## src/rtl/jobring_pkg.sv

```systemverilog
`timescale 1ns/1ps
// Shared definitions for the job ring scheduler: scheduler states and the
// register address layout (page in bits 5:4, ring or word in bits 3:0).
package jobring_pkg;

    typedef enum logic {
        SCHED_IDLE = 1'b0,
        SCHED_BUSY = 1'b1
    } sched_state_e;

    localparam int REG_AW = 6;

    localparam logic [1:0] PAGE_PROD = 2'd0;
    localparam logic [1:0] PAGE_CONS = 2'd1;
    localparam logic [1:0] PAGE_CTRL = 2'd2;

    localparam logic [3:0] CTRL_EN    = 4'h0;
    localparam logic [3:0] CTRL_IRQEN = 4'h1;
    localparam logic [3:0] CTRL_DBEN  = 4'h2;
    localparam logic [3:0] CTRL_SIZE  = 4'h3;
    localparam logic [3:0] CTRL_STAT  = 4'h4;

endpackage

```

## src/rtl/jobring_regs.sv

```systemverilog
`timescale 1ns/1ps
// Host-visible register file: producer indices, enable masks, ring size and
// sticky completion status with write-one-to-clear.
// Assumes NUM_RINGS is a power of two of at most 16 and DATA_W >= NUM_RINGS,
// DATA_W > IDX_W. Read data is registered (one cycle latency).
module jobring_regs
    import jobring_pkg::*;
#(
    parameter int NUM_RINGS = 16,
    parameter int IDX_W     = 4,
    parameter int DATA_W    = 16,
    localparam int RING_W   = $clog2(NUM_RINGS)
) (
    input  logic                              clk,
    input  logic                              rst_n,
    input  logic                              reg_wr,
    input  logic [REG_AW-1:0]                 reg_addr,
    input  logic [DATA_W-1:0]                 reg_wdata,
    output logic [DATA_W-1:0]                 reg_rdata,
    input  logic [NUM_RINGS-1:0][IDX_W-1:0]   cons_idx,
    input  logic                              cmp_set,
    input  logic [RING_W-1:0]                 cmp_ring,
    output logic [NUM_RINGS-1:0][IDX_W-1:0]   prod_idx,
    output logic [NUM_RINGS-1:0]              ring_en,
    output logic [NUM_RINGS-1:0]              db_en,
    output logic [IDX_W:0]                    ring_size,
    output logic                              irq
);

    logic [1:0]            page;
    logic [3:0]            word;
    logic [RING_W-1:0]     sel_ring;
    logic                  ctrl_wr;
    logic [NUM_RINGS-1:0]  irq_en_q;
    logic [NUM_RINGS-1:0]  stat_q;
    logic [NUM_RINGS-1:0]  stat_set;
    logic [NUM_RINGS-1:0]  stat_clr;
    logic [DATA_W-1:0]     rd_next;

    assign page     = reg_addr[5:4];
    assign word     = reg_addr[3:0];
    assign sel_ring = reg_addr[RING_W-1:0];
    assign ctrl_wr  = reg_wr && (page == PAGE_CTRL);

    // Producer index storage, written by the host one ring at a time.
    always_ff @(posedge clk) begin
        if (!rst_n) begin
            prod_idx <= '0;
        end else if (reg_wr && (page == PAGE_PROD)) begin
            prod_idx[sel_ring] <= reg_wdata[IDX_W-1:0];
        end
    end

    // Control masks and ring size.
    always_ff @(posedge clk) begin
        if (!rst_n) begin
            ring_en   <= '0;
            irq_en_q  <= '0;
            db_en     <= '0;
            ring_size <= (IDX_W+1)'(1) << IDX_W;
        end else if (ctrl_wr) begin
            case (word)
                CTRL_EN:    ring_en   <= reg_wdata[NUM_RINGS-1:0];
                CTRL_IRQEN: irq_en_q  <= reg_wdata[NUM_RINGS-1:0];
                CTRL_DBEN:  db_en     <= reg_wdata[NUM_RINGS-1:0];
                CTRL_SIZE:  ring_size <= reg_wdata[IDX_W:0];
                default:    ;
            endcase
        end
    end

    // Set and clear terms for the sticky status bits.
    always_comb begin
        stat_set = '0;
        if (cmp_set) stat_set[cmp_ring] = 1'b1;
        stat_clr = (ctrl_wr && (word == CTRL_STAT)) ? reg_wdata[NUM_RINGS-1:0] : '0;
    end

    // Sticky completion status; a new completion wins over a clear.
    always_ff @(posedge clk) begin
        if (!rst_n) stat_q <= '0;
        else        stat_q <= (stat_q & ~stat_clr) | stat_set;
    end

    assign irq = |(stat_q & irq_en_q);

    // Read multiplexer for the registered read port.
    always_comb begin
        rd_next = '0;
        case (page)
            PAGE_PROD: rd_next[IDX_W-1:0] = prod_idx[sel_ring];
            PAGE_CONS: rd_next[IDX_W-1:0] = cons_idx[sel_ring];
            PAGE_CTRL: begin
                case (word)
                    CTRL_EN:    rd_next[NUM_RINGS-1:0] = ring_en;
                    CTRL_IRQEN: rd_next[NUM_RINGS-1:0] = irq_en_q;
                    CTRL_DBEN:  rd_next[NUM_RINGS-1:0] = db_en;
                    CTRL_SIZE:  rd_next[IDX_W:0]       = ring_size;
                    CTRL_STAT:  rd_next[NUM_RINGS-1:0] = stat_q;
                    default:    rd_next = '0;
                endcase
            end
            default: rd_next = '0;
        endcase
    end

    // Register the read data.
    always_ff @(posedge clk) begin
        if (!rst_n) reg_rdata <= '0;
        else        reg_rdata <= rd_next;
    end

endmodule

```

## src/rtl/jobring_cons.sv

```systemverilog
`timescale 1ns/1ps
// Consumer index bank: one index per ring, advanced by one on each finished
// job of that ring and wrapped to zero at the programmed ring size.
// Assumes every index is below ring_size when it is advanced.
module jobring_cons #(
    parameter int NUM_RINGS = 16,
    parameter int IDX_W     = 4,
    localparam int RING_W   = $clog2(NUM_RINGS)
) (
    input  logic                            clk,
    input  logic                            rst_n,
    input  logic                            adv,
    input  logic [RING_W-1:0]               adv_ring,
    input  logic [IDX_W:0]                  ring_size,
    output logic [NUM_RINGS-1:0][IDX_W-1:0] cons_idx
);

    for (genvar r = 0; r < NUM_RINGS; r++) begin : g_ring
        logic [IDX_W-1:0] idx_q;
        logic [IDX_W:0]   idx_inc;

        assign idx_inc     = {1'b0, idx_q} + (IDX_W+1)'(1);
        assign cons_idx[r] = idx_q;

        // Advance this ring's index on its own completions, with wrap.
        always_ff @(posedge clk) begin
            if (!rst_n) begin
                idx_q <= '0;
            end else if (adv && (adv_ring == RING_W'(r))) begin
                idx_q <= (idx_inc == ring_size) ? '0 : idx_inc[IDX_W-1:0];
            end
        end
    end

endmodule

```

## src/rtl/jobring_rr.sv

```systemverilog
`timescale 1ns/1ps
// Round-robin picker for one class of rings. The search begins at the ring
// after the last one taken. Assumes N >= 2. 'take' marks an accepted grant.
module jobring_rr #(
    parameter int N       = 8,
    localparam int IW     = $clog2(N)
) (
    input  logic          clk,
    input  logic          rst_n,
    input  logic [N-1:0]  req,
    input  logic          take,
    output logic          any,
    output logic [IW-1:0] pick
);

    logic [IW-1:0] last_q;

    // Rotating search for the first requester after the last grant.
    always_comb begin
        any  = 1'b0;
        pick = last_q;
        for (int k = 1; k <= N; k++) begin
            if (!any && req[(int'(last_q) + k) % N]) begin
                any  = 1'b1;
                pick = IW'((int'(last_q) + k) % N);
            end
        end
    end

    // Remember the last granted ring; reset points at the top ring so ring 0 goes first.
    always_ff @(posedge clk) begin
        if (!rst_n)    last_q <= IW'(N - 1);
        else if (take) last_q <= pick;
    end

endmodule

```

## src/rtl/jobring_sched.sv

```systemverilog
`timescale 1ns/1ps
// Job ring scheduler for one processing engine. Rings below CLASS_RINGS are
// urgent, the rest background. Strict priority between classes, round robin
// inside each. One job outstanding at a time; job_done must be a one-cycle pulse.
// Assumes CLASS_RINGS is a power of two between 2 and 8.
module jobring_sched
    import jobring_pkg::*;
#(
    parameter int CLASS_RINGS = 8,
    parameter int IDX_W       = 4,
    parameter int TASK_W      = 8,
    parameter int DATA_W      = 16,
    localparam int NUM_RINGS  = 2 * CLASS_RINGS,
    localparam int RING_W     = $clog2(NUM_RINGS),
    localparam int PICK_W     = $clog2(CLASS_RINGS)
) (
    input  logic              clk,
    input  logic              rst_n,
    input  logic              reg_wr,
    input  logic [REG_AW-1:0] reg_addr,
    input  logic [DATA_W-1:0] reg_wdata,
    output logic [DATA_W-1:0] reg_rdata,
    output logic              job_valid,
    output logic [RING_W-1:0] job_ring,
    output logic [IDX_W-1:0]  job_slot,
    output logic [TASK_W-1:0] job_task,
    input  logic              job_done,
    output logic              cmp_valid,
    output logic [RING_W-1:0] cmp_ring,
    output logic [TASK_W-1:0] cmp_task,
    output logic              irq,
    output logic              db_valid,
    output logic [RING_W-1:0] db_ring
);

    logic [NUM_RINGS-1:0][IDX_W-1:0] prod_idx;
    logic [NUM_RINGS-1:0][IDX_W-1:0] cons_idx;
    logic [NUM_RINGS-1:0]            ring_en;
    logic [NUM_RINGS-1:0]            db_en;
    logic [IDX_W:0]                  ring_size;
    logic [NUM_RINGS-1:0]            pending;
    logic [1:0][CLASS_RINGS-1:0]     class_req;
    logic [1:0]                      class_any;
    logic [1:0][PICK_W-1:0]          class_pick;
    logic [1:0]                      class_take;

    sched_state_e      state_q;
    logic              grant;
    logic              win_lo;
    logic [RING_W-1:0] win_ring;
    logic              finish;
    logic [RING_W-1:0] cur_ring;
    logic [IDX_W-1:0]  cur_slot;
    logic [TASK_W-1:0] cur_task;
    logic [TASK_W-1:0] serial_q;

    jobring_regs #(
        .NUM_RINGS (NUM_RINGS),
        .IDX_W     (IDX_W),
        .DATA_W    (DATA_W)
    ) u_regs (
        .clk       (clk),
        .rst_n     (rst_n),
        .reg_wr    (reg_wr),
        .reg_addr  (reg_addr),
        .reg_wdata (reg_wdata),
        .reg_rdata (reg_rdata),
        .cons_idx  (cons_idx),
        .cmp_set   (finish),
        .cmp_ring  (cur_ring),
        .prod_idx  (prod_idx),
        .ring_en   (ring_en),
        .db_en     (db_en),
        .ring_size (ring_size),
        .irq       (irq)
    );

    jobring_cons #(
        .NUM_RINGS (NUM_RINGS),
        .IDX_W     (IDX_W)
    ) u_cons (
        .clk       (clk),
        .rst_n     (rst_n),
        .adv       (finish),
        .adv_ring  (cur_ring),
        .ring_size (ring_size),
        .cons_idx  (cons_idx)
    );

    // A ring holds work when enabled and its indices differ.
    for (genvar r = 0; r < NUM_RINGS; r++) begin : g_pend
        assign pending[r] = ring_en[r] && (prod_idx[r] != cons_idx[r]);
    end

    // One round-robin picker per priority class; class 0 is urgent.
    for (genvar c = 0; c < 2; c++) begin : g_class
        assign class_req[c]  = pending[c*CLASS_RINGS +: CLASS_RINGS];
        assign class_take[c] = grant && ((c == 0) ? class_any[0] : !class_any[0]);

        jobring_rr #(
            .N (CLASS_RINGS)
        ) u_rr (
            .clk   (clk),
            .rst_n (rst_n),
            .req   (class_req[c]),
            .take  (class_take[c]),
            .any   (class_any[c]),
            .pick  (class_pick[c])
        );
    end

    assign grant    = (state_q == SCHED_IDLE) && (|class_any);
    assign win_lo   = !class_any[0];
    assign win_ring = {win_lo, class_pick[win_lo]};
    assign finish   = (state_q == SCHED_BUSY) && job_done;

    // Job issue and retirement sequencing.
    always_ff @(posedge clk) begin
        if (!rst_n) begin
            state_q  <= SCHED_IDLE;
            cur_ring <= '0;
            cur_slot <= '0;
            cur_task <= '0;
            serial_q <= '0;
        end else if (grant) begin
            state_q  <= SCHED_BUSY;
            cur_ring <= win_ring;
            cur_slot <= cons_idx[win_ring];
            cur_task <= serial_q;
            serial_q <= serial_q + TASK_W'(1);
        end else if (finish) begin
            state_q  <= SCHED_IDLE;
        end
    end

    // Completion and doorbell reports, one cycle after done.
    always_ff @(posedge clk) begin
        if (!rst_n) begin
            cmp_valid <= 1'b0;
            cmp_ring  <= '0;
            cmp_task  <= '0;
            db_valid  <= 1'b0;
            db_ring   <= '0;
        end else begin
            cmp_valid <= finish;
            db_valid  <= finish && db_en[cur_ring];
            if (finish) begin
                cmp_ring <= cur_ring;
                cmp_task <= cur_task;
                db_ring  <= cur_ring;
            end
        end
    end

    assign job_valid = (state_q == SCHED_BUSY);
    assign job_ring  = cur_ring;
    assign job_slot  = cur_slot;
    assign job_task  = cur_task;

    AST_JOB_HELD: assert property (@(posedge clk) disable iff (!rst_n)
        job_valid && !job_done |=> job_valid && $stable(job_ring) && $stable(job_slot) && $stable(job_task));

    AST_GRANT_ENABLED: assert property (@(posedge clk) disable iff (!rst_n)
        $rose(job_valid) |-> (($past(ring_en) >> job_ring) & NUM_RINGS'(1)) != '0);

    AST_URGENT_FIRST: assert property (@(posedge clk) disable iff (!rst_n)
        $rose(job_valid) && job_ring[RING_W-1] |-> $past(class_req[0]) == '0);

    AST_IDLE_DONE_IGNORED: assert property (@(posedge clk) disable iff (!rst_n)
        job_done && !job_valid |=> !cmp_valid);

    AST_DOORBELL_WITH_CMP: assert property (@(posedge clk) disable iff (!rst_n)
        db_valid |-> cmp_valid && (db_ring == cmp_ring));

    AST_CMP_FOLLOWS_DONE: assert property (@(posedge clk) disable iff (!rst_n)
        cmp_valid |-> $past(job_valid && job_done));

endmodule

```

## config.mk

```make
export PLATFORM = sky130hd
export DESIGN_NAME = jobring_sched
export DESIGN_NICKNAME = d
export VERILOG_FILES = /design/src/rtl/jobring_pkg.sv /design/src/rtl/jobring_regs.sv /design/src/rtl/jobring_cons.sv /design/src/rtl/jobring_rr.sv /design/src/rtl/jobring_sched.sv
export SDC_FILE = /design/constraint.sdc
export NUM_CORES = 1
export LEC_CHECK = 0
export ABC_AREA = 0
export ABC_CLOCK_PERIOD_IN_PS = 4300
export BUFFER_PORTS_ARGS = -buffer_cell sky130_fd_sc_hd__clkbuf_2
export CAP_MARGIN = 20
export CORE_MARGIN = 4
export CORE_UTILIZATION = 55
export DETAILED_ROUTE_END_ITERATION = 6
export PLACE_DENSITY = 0.87
export SLEW_MARGIN = 20
export SYNTH_ARGS = -nofsm -noshare
export SYNTH_HDL_FRONTEND = slang
export SYNTH_SLANG_ARGS = --single-unit
```

## constraint.sdc

```tcl
create_clock -name clk -period 4.3 [get_ports clk]
set_input_delay 0.215 -clock clk [delete_from_list [all_inputs] [get_ports clk]]
set_output_delay 0.215 -clock clk [all_outputs]
set_load 0.005 [all_outputs]
```

==> impl_metrics.csv, run 1 <==
group,metric,value,unit
sta,setup_viol,0,
sta,whs,0.0365,ns
sta,hold_viol_final,0,
power_and_ir_drop,irDropWorstVdd,0.358,mV
placed_design,io_buffers,77,
setup_path,startpoint_type,"flop",
logic_synthesis,synthCells,1951,
drt,drtIter0Drc,2406,
logic_synthesis,synth_common_cells,"dfxtp_1, nand2_1, a21oi_1",
global_routing,grtUsageTotal,0.328,
sta,fin_crit,4.20,ns
drt,vias_per_cell,6.84,
sta,tightest_slew,1.16,ns
final_layout,nets,2048,
logic_synthesis,synth_area_leaders,"dfxtp_1, mux4_2, mux2i_1, a21oi_1, nand2_1",
drt,dr.max_layer_used,"met5",
die,die_w,183,microns
logic_synthesis,synth_cell_types,79,
drt,drt-pass1-iter-count,7,
setup_path,slowest_delay,0.55,ns
clock_tree,numCtsBuffers,28,
setup_path,cpLargestDelayFamily,"multiplexers",
die,fp.dieArea,0.0335,sq mm
sta,min_period_over_period,0.976,
global_routing,antenna_found_initial,2,
logic_synthesis,synth_top_family_by_area,"simple AND/OR/NAND/NOR gates",
clock_tree,clkSinkCount,258,
drt,drc,5,
clock_tree,clockRootBuffer,"clkbuf_16",
setup_path,required,4.73,ns
final_layout,ff_latch_area,0.00516,sq mm
logic_synthesis,synth_fa_ha_area_frac,0.0156,
outcome,violations,"design-rule violations",
placed_design,gp_congestion,1.06,
logic_synthesis,synthMuxAreaShare,0.195,
global_routing,grt_pass1_wl,88.0,mm
global_routing,overflow,0,
sta,setup_tns,0,ns
drt,drtAntennaViolNets,0,
global_routing,grt_max_degree,154,
logic_synthesis,synth.top_cell.area_share,0.307,
drt,wl,57.5,mm
drt,wl_met2,25.4,mm
die,chipHeight,183,microns
clock_tree,clkLatencyLatePin,0.59,ns
sta,max_clock_freq,238,MHz
logic_synthesis,synth_flop_cell,"dfxtp_1",
logic_synthesis,synthArstFlopShare,0,
setup_path,cp-end-kind,"flop",
flow_run,drv_cap,0,
power_and_ir_drop,powerDensity,331,mW/mm^2
setup_path,critical_path.max_fanout,12,
placed_design,dp_slack,0.192,ns
drt,num_vias,16500,
logic_synthesis,synth_edf_count,0,
setup_path,critical_path_class,"flop to flop",
drt,dr_wl_met3,6.84,mm
setup_path,cp.buffers_inverters,1,
clock_tree,clkTransAtPathRegs,0.07,ns
setup_path,path_cells,"xor2_1, o41ai_2, buf_4, mux2i_1, mux4_2, a21oi_1, o21ai_1, xnor2_2, mux2_2, mux2i_1, mux2_2, o22a_1, nand3_1",
placed_design,dp.cells,2342,
final_layout,instances_no_fill,2414,
logic_synthesis,synthSimpleGateAreaFrac,0.196,
placed_design,dp_hpwl,40.8,mm
die,start_util,0.562,
clock_tree,cts_tree,"built",
clock_tree,cts_max_level,1,
logic_synthesis,ys_seq_elements,258,
logic_synthesis,yosys_warnings,0,
logic_synthesis,synth_nets,1998,
die,num_rows,63,
power_and_ir_drop,p_leak,7.34,nW
logic_synthesis,syn-cell-area,0.0168,sq mm
logic_synthesis,yosysMostFrequentCell,"dfxtp_1",
die,core,0.0300,sq mm
logic_synthesis,synth_xor_xnor_area_share,0.0790,
setup_path,cp_slowest_cell,"mux4_2",
logic_synthesis,syn_avg_cell_area,8.63,sq um
logic_synthesis,synth.largest_area_cell,"dfxtp_1",
sta,timing.final.ws_setup,0.102,ns
final_layout,drive_gt1_frac,0.185,
clock_tree,clk_path_buf_depth,3,
min_path,min_path_type,"input pin to flop",
drt,wire_per_inst,23.8,microns
outcome,outcome,"complete, but fails checks",
final_layout,fill_cells,2439,
final_layout,multi_input_area,0.0109,sq mm
sta,skew,0.0616,ns
final_layout,area_growth,12.6,%
sta,slew_headroom,0.226,
die,ios,78,
global_routing,grt_pass1_vias,15500,
sta,slew_violations,0,
drt,wl_met1,21.3,mm
logic_synthesis,synth_compound_area_frac,0.159,
logic_synthesis,ys_seq_area_frac,0.307,
setup_path,crit_arrival,4.63,ns
## report_power, final
part / total [mW] / switching (mW) / internal (mW)
Combinational: 1.12 / 0.697 / 0.424
Sequential: 2.54 / 0.105 / 2.44
Clock: 2.61 / 1.07 / 1.55
## stage by stage
stage	area, sq um	utilization	power (mW)
after global placement	17700	0.592	3.62
after detailed placement	17700	0.592	3.64
final	19000	0.633	6.27
after floorplan	16800	-	3.29
after global routing	19000	0.633	6.43
after CTS	18900	0.630	6.21
## repair_timing
action / CTS / global route
endpoints found under the setup margin: 0 / 5
buffers inserted: 0 / 5
hold buffers: 13 / 0
hold endpoints to repair: 46 / 0
resized for setup: 0 / 5
## worst register-to-register path: stages (launching register included)
cell and delay, ns:
dfxtp_1 0.54, xor2_1 0.14, o41ai_2 0.44, buf_4 0.25, mux2i_1 0.12, mux4_2 0.55
a21oi_1 0.25, o21ai_1 0.17, xnor2_2 0.34, mux2_2 0.54, mux2i_1 0.31, mux2_2 0.19
o22a_1 0.14, nand3_1 0.06
## cell usage in the layout, fill, tap and decap left out, types with 21 or more instances in the layout
| cell | count |
|---|---|
| a21oi_1 | 192 |
| a22oi_1 | 40 |
| mux4_2 | 82 |
| mux2i_1 | 125 |
| nor3_1 | 36 |
| xnor2_1 | 42 |
| clkbuf_16 | 28 |
| o21ai_0 | 46 |
| clkbuf_2 | 77 |
| nand4_1 | 21 |
| nor2_1 | 182 |
| nand2_1 | 256 |
| nor3b_1 | 24 |
| xor2_1 | 108 |
| dfxtp_1 | 258 |
| nand3_1 | 71 |
| buf_4 | 100 |
| ha_1 | 21 |
## final timing paths
path,to,depth (start not counted),start,slack [ns]
worst max-delay path,job_slot[2]$_SDFFE_PN0P_,13,u_cons.g_ring[13].idx_q[1]$_SDFFE_PN0P_,0.10
worst min-delay path,u_regs.ring_size[4]$_SDFFE_PN1P_,2,rst_n,0.04
worst max register to register,job_slot[2]$_SDFFE_PN0P_,13,u_cons.g_ring[13].idx_q[1]$_SDFFE_PN0P_,0.10
worst min register to register,cmp_task[7]$_SDFFE_PN0P_,2,cmp_task[7]$_SDFFE_PN0P_,0.46
## cells by family (layout without fill, tap and decap cells)
| kind of cell | after synthesis | count (layout) |
|---|---|---|
| and+or+nand+nor | 707 | 707 |
| AOI/OAI and AO/OA | 405 | 405 |
| DFF | 258 | 258 |
| muxes | 223 | 224 |
| buffers and inverters | 185 | 256 |
| xor gates and xnor gates | 152 | 152 |
| adders and majority gates | 21 | 21 |
| other | 0 | 1 |
## cell type report
class / instances / share of cell area
flip-flops and latches: 258 / 0.272
diodes: 1 / 0.000132
clock buffers: 36 / 0.0417
multi-input cells: 1509 / 0.576
inverters: 11 / 0.00257
repair buffers: 193 / 0.0700
clock inverters: 16 / 0.0115
well taps: 390 / 0.0257
## state kept, by name, indices dropped and copies added (netlist names), 16 cells and up
| register | flops |
|---|---|
| u_regs.prod_idx | 64 |
| u_regs.reg_rdata | 16 |
| u_cons.g_ring.idx_q | 64 |
| u_regs.ring_en | 16 |
| u_regs.irq_en_q | 16 |
| u_regs.db_en | 16 |
| u_regs.stat_q | 16 |
## layer usage
metal,GRT usage,vias up
met1,0.428,7885
met4,0.163,2
li1,-,7180
met5,0,-
met3,0.0690,271
met2,0.518,1165
Note: power is estimated with default switching activity, not from simulation.
==> run 2, diff against run 1 <==
--- a/config.mk
+++ b/config.mk
@@ -6,14 +6,15 @@
 export NUM_CORES = 1
 export LEC_CHECK = 0
 export ABC_AREA = 0
-export ABC_CLOCK_PERIOD_IN_PS = 4300
+export ABC_CLOCK_PERIOD_IN_PS = 4700
 export BUFFER_PORTS_ARGS = -buffer_cell sky130_fd_sc_hd__clkbuf_2
 export CAP_MARGIN = 20
 export CORE_MARGIN = 4
 export CORE_UTILIZATION = 55
 export DETAILED_ROUTE_END_ITERATION = 6
-export PLACE_DENSITY = 0.87
+export PLACE_DENSITY = 0.84
 export SLEW_MARGIN = 20
 export SYNTH_ARGS = -nofsm -noshare
 export SYNTH_HDL_FRONTEND = slang
+export SYNTH_HIERARCHICAL = 1
 export SYNTH_SLANG_ARGS = --single-unit
==> constraint.sdc (replaced) <==
create_clock -name clk -period 4.7 [get_ports clk]
set_input_delay 0.235 -clock clk [delete_from_list [all_inputs] [get_ports clk]]
set_output_delay 0.235 -clock clk [all_outputs]
set_load 0.005 [all_outputs]
==> run 2 against run 1 <==
Net effect:
- the flow now finishes without violations
- global-route usage shrank 1.4 points
- setup slack gained 0.091 ns
- sequential share of layout area shrank 0.94 points
- die area grew 5.6%
- first-iteration DRC count is essentially flat
- cell count grew 5.5%
- clock power shrank 8.8%
- core utilization shrank 1.5 points
- area after synthesis grew 5.8%
- via count grew 2.5%
- largest power group unchanged
- register-to-register slack gained 0.09 ns
- critical path type unchanged
- sequential power shrank 8.7%
==> impl_metrics.csv, run 2 <==
group,metric,value,unit
global_routing,met2_usage,0.493,
power_and_ir_drop,powerDensity,309,mW/mm^2
setup_path,crit_arrival,4.95,ns
drt,drt-pass1-iter-count,7,
setup_path,startpoint_type,"flop",
die,die_w,188,microns
die,start_util,0.561,
setup_path,path_cells,"xor2_1, o41a_1, mux4_2, mux2i_4, and2_1, o21ai_2, nor2_1, a32o_1, nor2_1, buf_4, nor2_1, a22o_1, a22oi_1, o221ai_1, a31oi_1",
clock_tree,clk_path_buf_depth,3,
setup_path,critical_path.max_fanout,19,
logic_synthesis,synth_nets,2077,
logic_synthesis,synth_area_leaders,"dfxtp_1, nand2_1, mux2i_1, xor2_1, nor2b_1",
global_routing,grt_pass1_wl,90.6,mm
sta,slew_headroom,0.185,
outcome,outcome,"finished clean",
clock_tree,clkSinkCount,258,
global_routing,grt_max_degree,72,
logic_synthesis,syn_avg_cell_area,8.78,sq um
logic_synthesis,synth_cell_types,94,
placed_design,gp_congestion,1.00,
clock_tree,cts_tree,"built",
sta,setup_tns,0,ns
setup_path,cp_slowest_cell,"mux4_2",
sta,setup_viol,0,
sta,rsz0062_at_grt,"no",
sta,min_period_over_period,0.959,
power_and_ir_drop,p_leak,7.79,nW
logic_synthesis,syn-cell-area,0.0178,sq mm
setup_path,cp.buffers_inverters,1,
global_routing,grtUsageTotal,0.314,
clock_tree,numCtsBuffers,28,
logic_synthesis,ys_seq_elements,258,
die,core,0.0318,sq mm
placed_design,dp_slack,0.342,ns
logic_synthesis,synth_common_cells,"nand2_1, dfxtp_1, mux2i_1",
flow_run,drv_cap,0,
logic_synthesis,synth_flop_cell,"dfxtp_1",
placed_design,io_buffers,77,
sta,skew,0.0293,ns
logic_synthesis,ys_seq_area_frac,0.290,
drt,wire_per_inst,23.0,microns
die,ios,78,
drt,drc,0,
logic_synthesis,synthArstFlopShare,0,
die,chipHeight,188,microns
global_routing,antenna_found_initial,2,
logic_synthesis,yosysMostFrequentCell,"nand2_1",
logic_synthesis,synth.top_cell.area_share,0.290,
global_routing,overflow,0,
setup_path,required,5.14,ns
final_layout,layout.cells.most_common,"nand2_1",
clock_tree,clkTransAtPathRegs,0.07,ns
global_routing,busiest_layer,"met2",
sta,tightest_slew,1.22,ns
global_routing,grt_pass1_vias,16000,
final_layout,fill_cells,2578,
global_routing,met3_usage,0.0676,
clock_tree,clockRootBuffer,"clkbuf_16",
clock_tree,clkLatencyLatePin,0.59,ns
logic_synthesis,synthCells,2030,
setup_path,cpMostUsedCell,"nor2_1",
power_and_ir_drop,irDropWorstVdd,0.328,mV
logic_synthesis,synth.largest_area_cell,"dfxtp_1",
sta,slew_violations,0,
setup_path,cp-end-kind,"flop",
drt,wl,58.5,mm
final_layout,fin_util,0.618,
drt,drtIter0Drc,2405,
final_layout,drive_gt1_frac,0.144,
clock_tree,cts_max_level,1,
setup_path,slowest_delay,0.61,ns
sta,max_clock_freq,222,MHz
final_layout,reg.largest.list,"u_cons/g_ring.idx_q x64, u_regs/prod_idx x64",
logic_synthesis,yosys_warnings,6,
die,num_rows,65,
die,fp.dieArea,0.0354,sq mm
placed_design,dp_hpwl,40.3,mm
sta,fin_crit,4.51,ns
sta,hold_viol_final,0,
final_layout,nets,2135,
drt,drtAntennaViolNets,0,
final_layout,layout.cells.most_common_list,"nand2_1, dfxtp_1, mux2i_1",
min_path,min_path_type,"input pin to flop",
logic_synthesis,synth_edf_count,0,
global_routing,met1_usage,0.418,
setup_path,cpLargestDelayFamily,"compound AO/OA/AOI/OAI gates",
drt,vias_per_cell,6.64,
drt,num_vias,16900,
sta,timing.final.ws_setup,0.193,ns
final_layout,area_growth,10.2,%
setup_path,critical_path_class,"flop to flop",
run 2: final timing paths:
kind / to / slack (ns) / depth (start not counted) / start
worst min-delay path: u_regs/reg_rdata[0]$_SDFF_PN0_ / 0.17 / 4 / reg_addr[4]
worst min register to register: cmp_task[2]$_SDFFE_PN0P_ / 0.47 / 2 / cmp_task[2]$_SDFFE_PN0P_
worst max-delay path: job_slot[2]$_SDFFE_PN0P_ / 0.19 / 15 / u_cons/g_ring[10].idx_q[2]$_SDFFE_PN0P_
worst max register to register: job_slot[2]$_SDFFE_PN0P_ / 0.19 / 15 / u_cons/g_ring[10].idx_q[2]$_SDFFE_PN0P_
run 2: timing repair:
action / CTS / global route
hold endpoints to repair: 38 / 0
setup endpoints to repair: 0 / 1
setup buffers: 0 / 0
resized for setup: 0 / 1
hold buffers: 13 / 0
run 2: cell type report:
class / count / area (sq um) / area share
multi-input combinational: 1613 / 11800 / 0.600
sequential: 258 / 5170 / 0.263
timing repair buffer: 157 / 1020 / 0.0520
clock buffer: 37 / 785 / 0.0399
tap: 435 / 544 / 0.0277
clock inverter: 14 / 206 / 0.0105
inverter: 30 / 119 / 0.00605
antenna: 3 / 7.51 / 0.000382
run 2: metal layers:
metal / part of all wire / vias to the layer above
met2: 0.44 / 1129
li1: - / 7457
met4: 0.051 / 2
met1: 0.39 / 8084
met5: 0.00032 / -
met3: 0.12 / 241
run 2: cell families (layout without fill, tap and decap cells):
kind of cell    Yosys count  after routing  share of synthesized area
compound gates          463            463                      0.195
other cells               0              3                          0
flops                   258            258                      0.290
fa+ha+maj                21             21                     0.0147
buf+inv                 159            238                     0.0489
mux                     181            181                      0.141
xor+xnor                159            159                     0.0802
simple gates            789            789                      0.230
run 2: where the power goes:
group / switching [mW] / leakage, nW / total [mW] / internal [mW]
clock: 0.977 / 0.478 / 2.38 / 1.40
combinational: 0.864 / 5.23 / 1.37 / 0.509
sequential: 0.0922 / 2.08 / 2.32 / 2.23
run 2: worst reg2reg max path, delay by kind of cell (launching register included):
family	cells	cell delay [ns]
xor+xnor	1	0.16
compound gates	7	1.65
flops	1	0.53
simple gates	4	0.90
mux	2	0.89
buf+inv	1	0.23
run 2: metrics by stage:
stage / instance area, sq um / total power [mW] / cells / hold slack (ns)
floorplan: 17800 / 3.29 / 2030 / 0.308
global placement: 18500 / 3.67 / 2480 / 0.452
detailed placement: 18500 / 3.68 / 2480 / 0.459
CTS: 19600 / 6.04 / 2544 / 0.156
global route: 19600 / 6.26 / 2544 / 0.226
finish: 19600 / 6.07 / 2547 / 0.167
